==> src/rtl/spi_shift_pkg.sv <==
package spi_shift_pkg;

  localparam int CHAR_MAX = 9;
  localparam int NB_W     = 4;

  typedef struct packed {
    logic            cpol;
    logic            cpha;
    logic [NB_W-1:0] nbits;
  } char_cfg_t;

  // length code 00..11 -> 5..8 bits, override -> 9 bits
  function automatic logic [NB_W-1:0] char_bits(input logic [1:0] len_code,
                                                input logic       nine);
    return nine ? NB_W'(CHAR_MAX) : (NB_W'(5) + NB_W'(len_code));
  endfunction

endpackage

==> src/rtl/spi_half_tick.sv <==
module spi_half_tick #(
  parameter int DIV_W = 8
) (
  input  logic             clk,
  input  logic             rst,
  input  logic             run,
  input  logic [DIV_W-1:0] half_div,
  output logic             tick
);

  logic [DIV_W-1:0] cnt_q;

  assign tick = run && (cnt_q == (half_div - DIV_W'(1)));

  always_ff @(posedge clk) begin
    if (rst || !run || tick) cnt_q <= '0;
    else                     cnt_q <= cnt_q + DIV_W'(1);
  end

endmodule

==> src/rtl/spi_tx_shift.sv <==
module spi_tx_shift #(
  parameter int W = 9
) (
  input  logic         clk,
  input  logic         rst,
  input  logic         load,
  input  logic [W-1:0] load_val,
  input  logic         advance,
  output logic         msb
);

  logic [W-1:0] sreg_q;

  assign msb = sreg_q[W-1];

  always_ff @(posedge clk) begin
    if (rst)          sreg_q <= '0;
    else if (load)    sreg_q <= load_val;
    else if (advance) sreg_q <= {sreg_q[W-2:0], 1'b0};
  end

endmodule

==> src/rtl/spi_rx_capture.sv <==
module spi_rx_capture #(
  parameter int W = 9
) (
  input  logic         clk,
  input  logic         rst,
  input  logic         clear,
  input  logic         sample,
  input  logic         bit_in,
  output logic [W-1:0] word
);

  always_ff @(posedge clk) begin
    if (rst || clear) word <= '0;
    else if (sample)  word <= {word[W-2:0], bit_in};
  end

endmodule

==> src/rtl/spi_char_shifter.sv <==
module spi_char_shifter
  import spi_shift_pkg::*;
#(
  parameter int DATA_W = CHAR_MAX,
  parameter int DIV_W  = 8
) (
  input  logic              clk,
  input  logic              rst,
  input  logic              cfg_cpol,
  input  logic              cfg_cpha,
  input  logic [1:0]        cfg_len,
  input  logic              cfg_nine,
  input  logic [DIV_W-1:0]  cfg_half_div,
  input  logic              tx_valid,
  input  logic [DATA_W-1:0] tx_data,
  output logic              tx_ready,
  output logic              sclk_out,
  output logic              sel_n_out,
  output logic              txd_out,
  input  logic              rxd_in,
  output logic              rx_valid,
  output logic [DATA_W-1:0] rx_data
);

  localparam int EDGE_W = $clog2(2 * DATA_W + 2);

  char_cfg_t         cfg_q, cfg_new;
  logic [DIV_W-1:0]  div_q;
  logic              busy_q;
  logic [EDGE_W-1:0] hcnt_q, edge_num, last_edge;
  logic              accept, tick, tx_msb;
  logic              clk_edge, final_tick, odd_edge, sample_edge, shift_edge;
  logic [NB_W-1:0]   pad;
  logic [DATA_W-1:0] aligned, load_val, rx_word;

  always_comb begin
    cfg_new.cpol  = cfg_cpol;
    cfg_new.cpha  = cfg_cpha;
    cfg_new.nbits = char_bits(cfg_len, cfg_nine);
    pad           = NB_W'(DATA_W) - cfg_new.nbits;
    aligned       = tx_data << pad;
    load_val      = cfg_cpha ? (aligned << 1) : aligned;
  end

  assign accept      = tx_valid && tx_ready;
  assign edge_num    = hcnt_q + EDGE_W'(1);
  assign last_edge   = EDGE_W'(cfg_q.nbits) << 1;
  assign clk_edge    = tick && (edge_num <= last_edge);
  assign final_tick  = tick && (edge_num == (last_edge + EDGE_W'(1)));
  assign odd_edge    = edge_num[0];
  assign sample_edge = clk_edge && (cfg_q.cpha == odd_edge);
  assign shift_edge  = clk_edge && (cfg_q.cpha != odd_edge);

  spi_half_tick #(.DIV_W(DIV_W)) i_tick (
    .clk      (clk),
    .rst      (rst),
    .run      (busy_q),
    .half_div (div_q),
    .tick     (tick)
  );

  spi_tx_shift #(.W(DATA_W)) i_tx (
    .clk      (clk),
    .rst      (rst),
    .load     (accept),
    .load_val (load_val),
    .advance  (shift_edge),
    .msb      (tx_msb)
  );

  spi_rx_capture #(.W(DATA_W)) i_rx (
    .clk    (clk),
    .rst    (rst),
    .clear  (accept),
    .sample (sample_edge),
    .bit_in (rxd_in),
    .word   (rx_word)
  );

  always_ff @(posedge clk) begin
    if (rst) begin
      busy_q    <= 1'b0;
      tx_ready  <= 1'b1;
      sel_n_out <= 1'b1;
      sclk_out  <= cfg_cpol;
      txd_out   <= 1'b0;
      rx_valid  <= 1'b0;
      rx_data   <= '0;
      hcnt_q    <= '0;
      cfg_q     <= '0;
      div_q     <= DIV_W'(1);
    end else begin
      rx_valid <= 1'b0;
      if (!busy_q) begin
        sclk_out <= cfg_cpol;
        if (accept) begin
          busy_q    <= 1'b1;
          tx_ready  <= 1'b0;
          sel_n_out <= 1'b0;
          cfg_q     <= cfg_new;
          div_q     <= (cfg_half_div == '0) ? DIV_W'(1) : cfg_half_div;
          hcnt_q    <= '0;
          txd_out   <= cfg_cpha ? aligned[DATA_W-1] : 1'b0;
        end
      end else if (tick) begin
        hcnt_q <= edge_num;
        if (clk_edge)   sclk_out <= ~sclk_out;
        if (shift_edge) txd_out  <= tx_msb;
        if (final_tick) begin
          busy_q    <= 1'b0;
          tx_ready  <= 1'b1;
          sel_n_out <= 1'b1;
          rx_valid  <= 1'b1;
          rx_data   <= rx_word;
        end
      end
    end
  end

endmodule

==> config.mk <==
export PLATFORM = sky130hd
export DESIGN_NAME = spi_char_shifter
export DESIGN_NICKNAME = d
export VERILOG_FILES = /design/src/rtl/spi_shift_pkg.sv /design/src/rtl/spi_half_tick.sv /design/src/rtl/spi_tx_shift.sv /design/src/rtl/spi_rx_capture.sv /design/src/rtl/spi_char_shifter.sv
export SDC_FILE = /design/constraint.sdc
export NUM_CORES = 1
export LEC_CHECK = 0
export BUFFER_PORTS_ARGS = -buffer_cell sky130_fd_sc_hd__buf_4
export CORE_MARGIN = 2
export CORE_UTILIZATION = 58
export CTS_CLUSTER_DIAMETER = 200
export DETAILED_ROUTE_END_ITERATION = 7
export PLACE_DENSITY_LB_ADDON = 0.1
export SLEW_MARGIN = 20
export SYNTH_ARGS = -nofsm -noshare
export SYNTH_HDL_FRONTEND = slang
export SYNTH_SLANG_ARGS = --single-unit
==> constraint.sdc <==
create_clock -name clk -period 3.4 [get_ports clk]
set_clock_uncertainty 0.2 [all_clocks]
set_input_delay 0.17 -clock clk [delete_from_list [all_inputs] [get_ports clk]]
set_output_delay 0.17 -clock clk [all_outputs]
set_load 0.01 [all_outputs]
==> results of run 1 <==
## worst max-delay path, cell delays in order, from the launching register on
cell and delay (ns):
dfxtp_1 0.49, ha_1 0.23, xor2_1 0.24, ha_1 0.28, nor2b_1 0.14, o211ai_1 0.24, a22oi_1 0.13, o21ai_0 0.21
buf_4 0.17, nand2_4 0.10, a21oi_1 0.20, mux2_2 0.34
## final timing paths
kind | from | to | slack (ns) | cells after the start
min | cfg_nine | cfg_q[1] | 0.03 | 4
min reg2reg | cfg_q[2] | cfg_q[2] | 0.26 | 2
max reg2reg | hcnt_q[0] | txd_out | 0.31 | 11
max | hcnt_q[0] | txd_out | 0.31 | 11
## final cells by class
cell class | count | area share (%)
clock buffer | 10 | 3.85
clock inverter | 6 | 2.46
tap | 70 | 2.27
inverter | 11 | 1.07
sequential | 58 | 30.3
multi-input combinational | 285 | 47.8
timing repair buffer | 59 | 12.2
## metrics by stage
step           power [mW]  cells  instance area (sq um)
3_5_place_dp         1.06    471                   3490
4_1_cts              1.83    499                   3860
5_1_grt              1.91    499                   3860
2_1_floorplan       0.968    377                   3180
6_report             1.83    499                   3860
3_3_place_gp         1.05    471                   3490
## cell families (layout without fill, tap and decap cells)
| logic type | Yosys count | in the layout | synth area share [%] |
|---|---|---|---|
| buffers and inverters | 34 | 86 | 5.24 |
| multiplexers | 26 | 26 | 8.94 |
| flip-flops | 58 | 58 | 36.9 |
| adder cells (fa/ha/maj) | 10 | 10 | 3.94 |
| XOR/XNOR | 18 | 18 | 4.96 |
| AND/OR/NAND/NOR | 150 | 150 | 22.5 |
| AO/OA/AOI/OAI | 81 | 81 | 17.6 |
## metal layers
| layer | vias to the layer above | global-route usage [%] | part of all wire (%) |
|---|---|---|---|
| met5 | - | 0 | 0 |
| met1 | 1356 | 32.3 | 45 |
| li1 | 1433 | - | - |
| met4 | 0 | 9.65 | 2.0 |
| met3 | 15 | 7.01 | 4.1 |
| met2 | 65 | 40.3 | 49 |
## timing repair
action / CTS / global route
endpoints found under the hold margin: 12 / 0
hold buffers: 12 / 0
setup endpoints to repair: 0 / 9
gates resized for setup: 0 / 2
## cell usage after synthesis (all sizes together) (2+ instances only)
library cell and instances:
dfxtp 57, nand2 45, nor2 37, nand3 28, a21oi 25, o21ai 19
mux2i 16, clkbuf 13, inv 11, a211oi 10, buf 10, ha 10
nor2b 10, xnor2 10, mux2 9, xor2 8, nor3 5, nand2b 4
a221oi 3, and2 3, nand3b 3, o22ai 3, or2 3, a22o 2
a31oi 2, and3 2, nand4b 2, nor4 2, o2111ai 2, o211ai 2
o221ai 2, o22a 2, or4 2
## power by group through the flow
stage / sequential, mW / clock [mW] / combinational [mW]
6_report: 0.736 / 0.767 / 0.327
5_1_grt: 0.740 / 0.808 / 0.362
4_1_cts: 0.736 / 0.773 / 0.322
3_5_place_dp: 0.751 / 0 / 0.310
3_3_place_gp: 0.750 / 0 / 0.304
2_1_floorplan: 0.743 / 0 / 0.225
## sequential cells by signal, indices dropped and copies added (netlist names)
signal and count:
busy_q 1, cfg_q 5, div_q 8, hcnt_q 5
i_rx.word 9, i_tick.cnt_q 8, i_tx.sreg_q 9, rx_data 9
rx_valid 1, sclk_out 1, sel_n_out 1, txd_out 1
==> flow_summary.yaml, run 1 <==
global_routing:
  antenna_found_initial: 0
  grt_overflow: 0
  grt.total_usage_pct: 25.1
  grt_pass1_wl_microns: 12300
  grt_start_max_net_pins: 42
  grt_pass1_vias: 2697
placement:
  dpl.hpwl_microns: 4850
  port_buffers: 39
  place.gp.congestion: 0.880
  dpl_worst_slack_ns: 0.269
cts:
  clock_sinks: 58
  clk_pin_slew_ns: 0.07
  cts_inserted_buffers: 9
  cts_tree: "yes"
  cts_root_buf: "clkbuf_8"
  post_cts_buffers: 0
  clock_latency_ns: 0.35
  cts_max_level: 3
  cts_buffer_depth: 2
worst_setup_path:
  crit_path_max_fanout: 10
  end_kind: "flop"
  critPathArrivalTime_ns: 3.12
  crit_path_start_kind: "flop"
  worstPathRequired_ns: 3.43
  crit_type: "reg2reg"
sta:
  min_period_ns: 3.09
  tns_ns: 0
  tightestPinTransition_ns: 0.621
  finalWorstSetupSlack_ns: 0.311
  worst_slew_margin_rel_pct: 58.6
  hold_violations: 0
  final-setup-viol-count: 0
  post-route-period-util_pct: 90.9
  max_freq_mhz: 324
  rsz0062_at_grt: "no"
  fin_hold_ws_ns: 0.0282
  slew_violations: 0
logic_synthesis:
  synth_flop_cell: "dfxtp_1"
  synth_top_area_share_pct: 35.9
  synth-warning-count: 0
  synth.distinct_cells: 54
  synth_cells: 377
  synth-seq-cells: 58
  seq_area_frac_synth_pct: 36.9
  netlist_area_sq_um: 3180
  ys_async_sr_fraction_pct: 0
  syn_nets: 413
  ys_top_cells_by_area: "dfxtp_1 (36%), nand2_1 (5.2%), mux2i_1 (5.0%)"
  yosys.area.top_type: "dfxtp_1"
  synth_edf_count: 1
  syn_avg_cell_area_sq_um: 8.43
power:
  switchingPower_uw: 508
  switching_share_pct: 27.8
  internal_power_mw: 1.32
  clock_power_share_pct: 41.9
  power.leakage_nw: 1.60
  p_seq_share_pct: 40.2
  ir_drop_mv: 0.408
  p_per_area_nw_per_um2: 474
  p_comb_share_pct: 17.8
finish:
  final_common_cell: "dfxtp_1"
  areaGrowthSynthToFinish_pct: 21.5
  layout_common_cells: "dfxtp_1 (57), buf_4 (47), nand2_1 (44), nor2_1 (37), nand3_1 (28)"
  register_area_sq_um: 1170
  fin_util_pct: 74.2
  final_nets: 460
  drive_gt1_share_pct: 19.6
  multiInputGateArea_sq_um: 1850
  antenna_cells: 0
  fillers: 408
min_path:
  hp-class: "in2reg"
die:
  start_util_pct: 61.1
  fp-row-count: 26
  dieWidth_microns: 78.0
  die_height_microns: 78.0
  core_sq_um: 5200
  dieArea_sq_um: 6090
  ios: 40
route:
  drt_wl_total_microns: 7200
  first_pass_iters: 4
  via_per_inst: 5.75
  drt-initial-drc-count: 139
  num_vias: 2869
  drcViolationCount: 0
  wire_per_inst_microns: 14.4
  ant_nets: 0
run:
  maxCapViolCount: 0
outcome:
  status: "finished, final reports clean"
No activity file was read; power rests on OpenSTA's default activity.
==> run 2: changes to the inputs <==
Settings changed: CORE_UTILIZATION 58 to 45.
==> flow_summary.yaml, run 2 (same netlist as run 1, synthesis figures left out) <==
sta:
  post-route-period-util_pct: 89.8
  min_period_ns: 3.05
  slew_violations: 0
  hold_violations: 0
  fin_hold_ws_ns: 0.0284
  rsz0062_at_grt: "no"
  tns_ns: 0
  tightestPinTransition_ns: 0.680
  worst_slew_margin_rel_pct: 54.7
  final-setup-viol-count: 0
  max_freq_mhz: 328
global_routing:
  grt_pass1_vias: 2576
  grt_pass1_wl_microns: 11900
  grt_overflow: 0
  antenna_found_initial: 0
  grt.total_usage_pct: 19.7
  grt_start_max_net_pins: 42
route:
  drcViolationCount: 0
  wire_per_inst_microns: 13.5
  drt_wl_total_microns: 7080
  via_per_inst: 5.25
  first_pass_iters: 4
  drt-initial-drc-count: 124
  ant_nets: 0
  num_vias: 2764
finish:
  stdcell_area_sq_um: 3860
  largest_registers: "i_rx.word (9), i_tx.sreg_q (9), rx_data (9)"
  fin_cells: 526
  areaGrowthSynthToFinish_pct: 21.4
  final_common_cell: "dfxtp_1"
  final_nets: 462
  antenna_cells: 0
  layout_common_cells: "dfxtp_1 (57), buf_4 (49), nand2_1 (44), nor2_1 (37), nand3_1 (28)"
  drive_gt1_share_pct: 19.1
power:
  p_per_area_nw_per_um2: 442
  power.leakage_nw: 1.58
  finalPower_mw: 1.70
  ir_drop_mv: 0.259
die:
  dieWidth_microns: 88.0
  dieArea_sq_um: 7750
  core_sq_um: 6830
  ios: 40
  fp-row-count: 30
  start_util_pct: 46.5
  die_height_microns: 88.0
worst_setup_path:
  end_kind: "flop"
  crit_path_max_fanout: 18
  crit_type: "reg2reg"
  crit_path_start_kind: "flop"
  critPathArrivalTime_ns: 3.06
  worstPathRequired_ns: 3.41
placement:
  placed_area_sq_um: 3540
  dp_cells: 499
  dpl.hpwl_microns: 4990
  place.gp.congestion: 0.862
  port_buffers: 39
cts:
  clock_latency_ns: 0.34
  cts_inserted_buffers: 9
  clk_pin_slew_ns: 0.07
  cts_tree: "yes"
  clock_sinks: 58
  cts_root_buf: "clkbuf_8"
  cts_max_level: 3
  cts_buffer_depth: 2
min_path:
  hp-class: "in2reg"
run:
  maxCapViolCount: 0
outcome:
  status: "finished, final reports clean"
-- run 2: changes by cell type in the layout (fill, tap and decap cells not counted), moves of 2 or more --
cell      before  now
clkbuf_1       0    2
buf_4         47   49
clkbuf_8       9   11
clkinv_4       3    0
-- run 2: final timing paths --
kind | startpoint | to | slack [ns] | cells past startpoint
min | cfg_nine | cfg_q[1] | 0.03 | 4
max reg2reg | div_q[0] | i_rx.word[8] | 0.35 | 9
max | div_q[0] | i_rx.word[8] | 0.35 | 9
min reg2reg | i_tx.sreg_q[0] | i_tx.sreg_q[0] | 0.26 | 2
-- run 2: metal layers --
layer / part of all wire (%) / routed length, microns / GRT usage [%]
met3: 3.0 / 215 / 3.58
met1: 50 / 3550 / 26.6
met5: 0 / 0 / 0
met4: 1.0 / 74 / 9.09
met2: 46 / 3240 / 30.5
-- run 2: cell type report --
class                      count  area [sq um]
tap                           96           120
inverter                      11          41.3
fill                         668          2970
multi-input combinational    285          1840
clock inverter                 2          37.5
clock buffer                  13           159
sequential                    58          1170
timing repair buffer          61           488
-- run 2: what timing repair did --
item                       CTS  global route
hold buffers                12             0
gates resized for setup      0             0
buffers inserted             0             0
hold endpoints to repair    12             0
setup endpoints to repair    0             0
-- run 2: power by group --
group | switching [mW] | total, mW | internal (mW)
Clock | 0.263 | 0.638 | 0.375
Combinational | 0.180 | 0.331 | 0.152
Sequential | 0.0232 | 0.734 | 0.711
Total | 0.467 | 1.70 | 1.24
-- run 2: stage by stage --
| stage | utilization [%] | setup slack (ns) |
|---|---|---|
| after floorplan | - | 0.595 |
| after global placement | 51.8 | 0.408 |
| after detailed placement | 51.8 | 0.356 |
| after CTS | 56.5 | 0.354 |
| after global routing | 56.5 | 0.101 |
| final | 56.5 | 0.348 |
-- run 2: critical path, cell delays in order, from the launching register on --
cell and delay (ns):
dfxtp_1 0.31, inv_1 0.18, ha_1 0.26, nor3b_1 0.31, a21oi_1 0.11, nand4b_1 0.25, a2111o_1 0.36, or3_1 0.66
nand3_1 0.22, o21ai_2 0.07
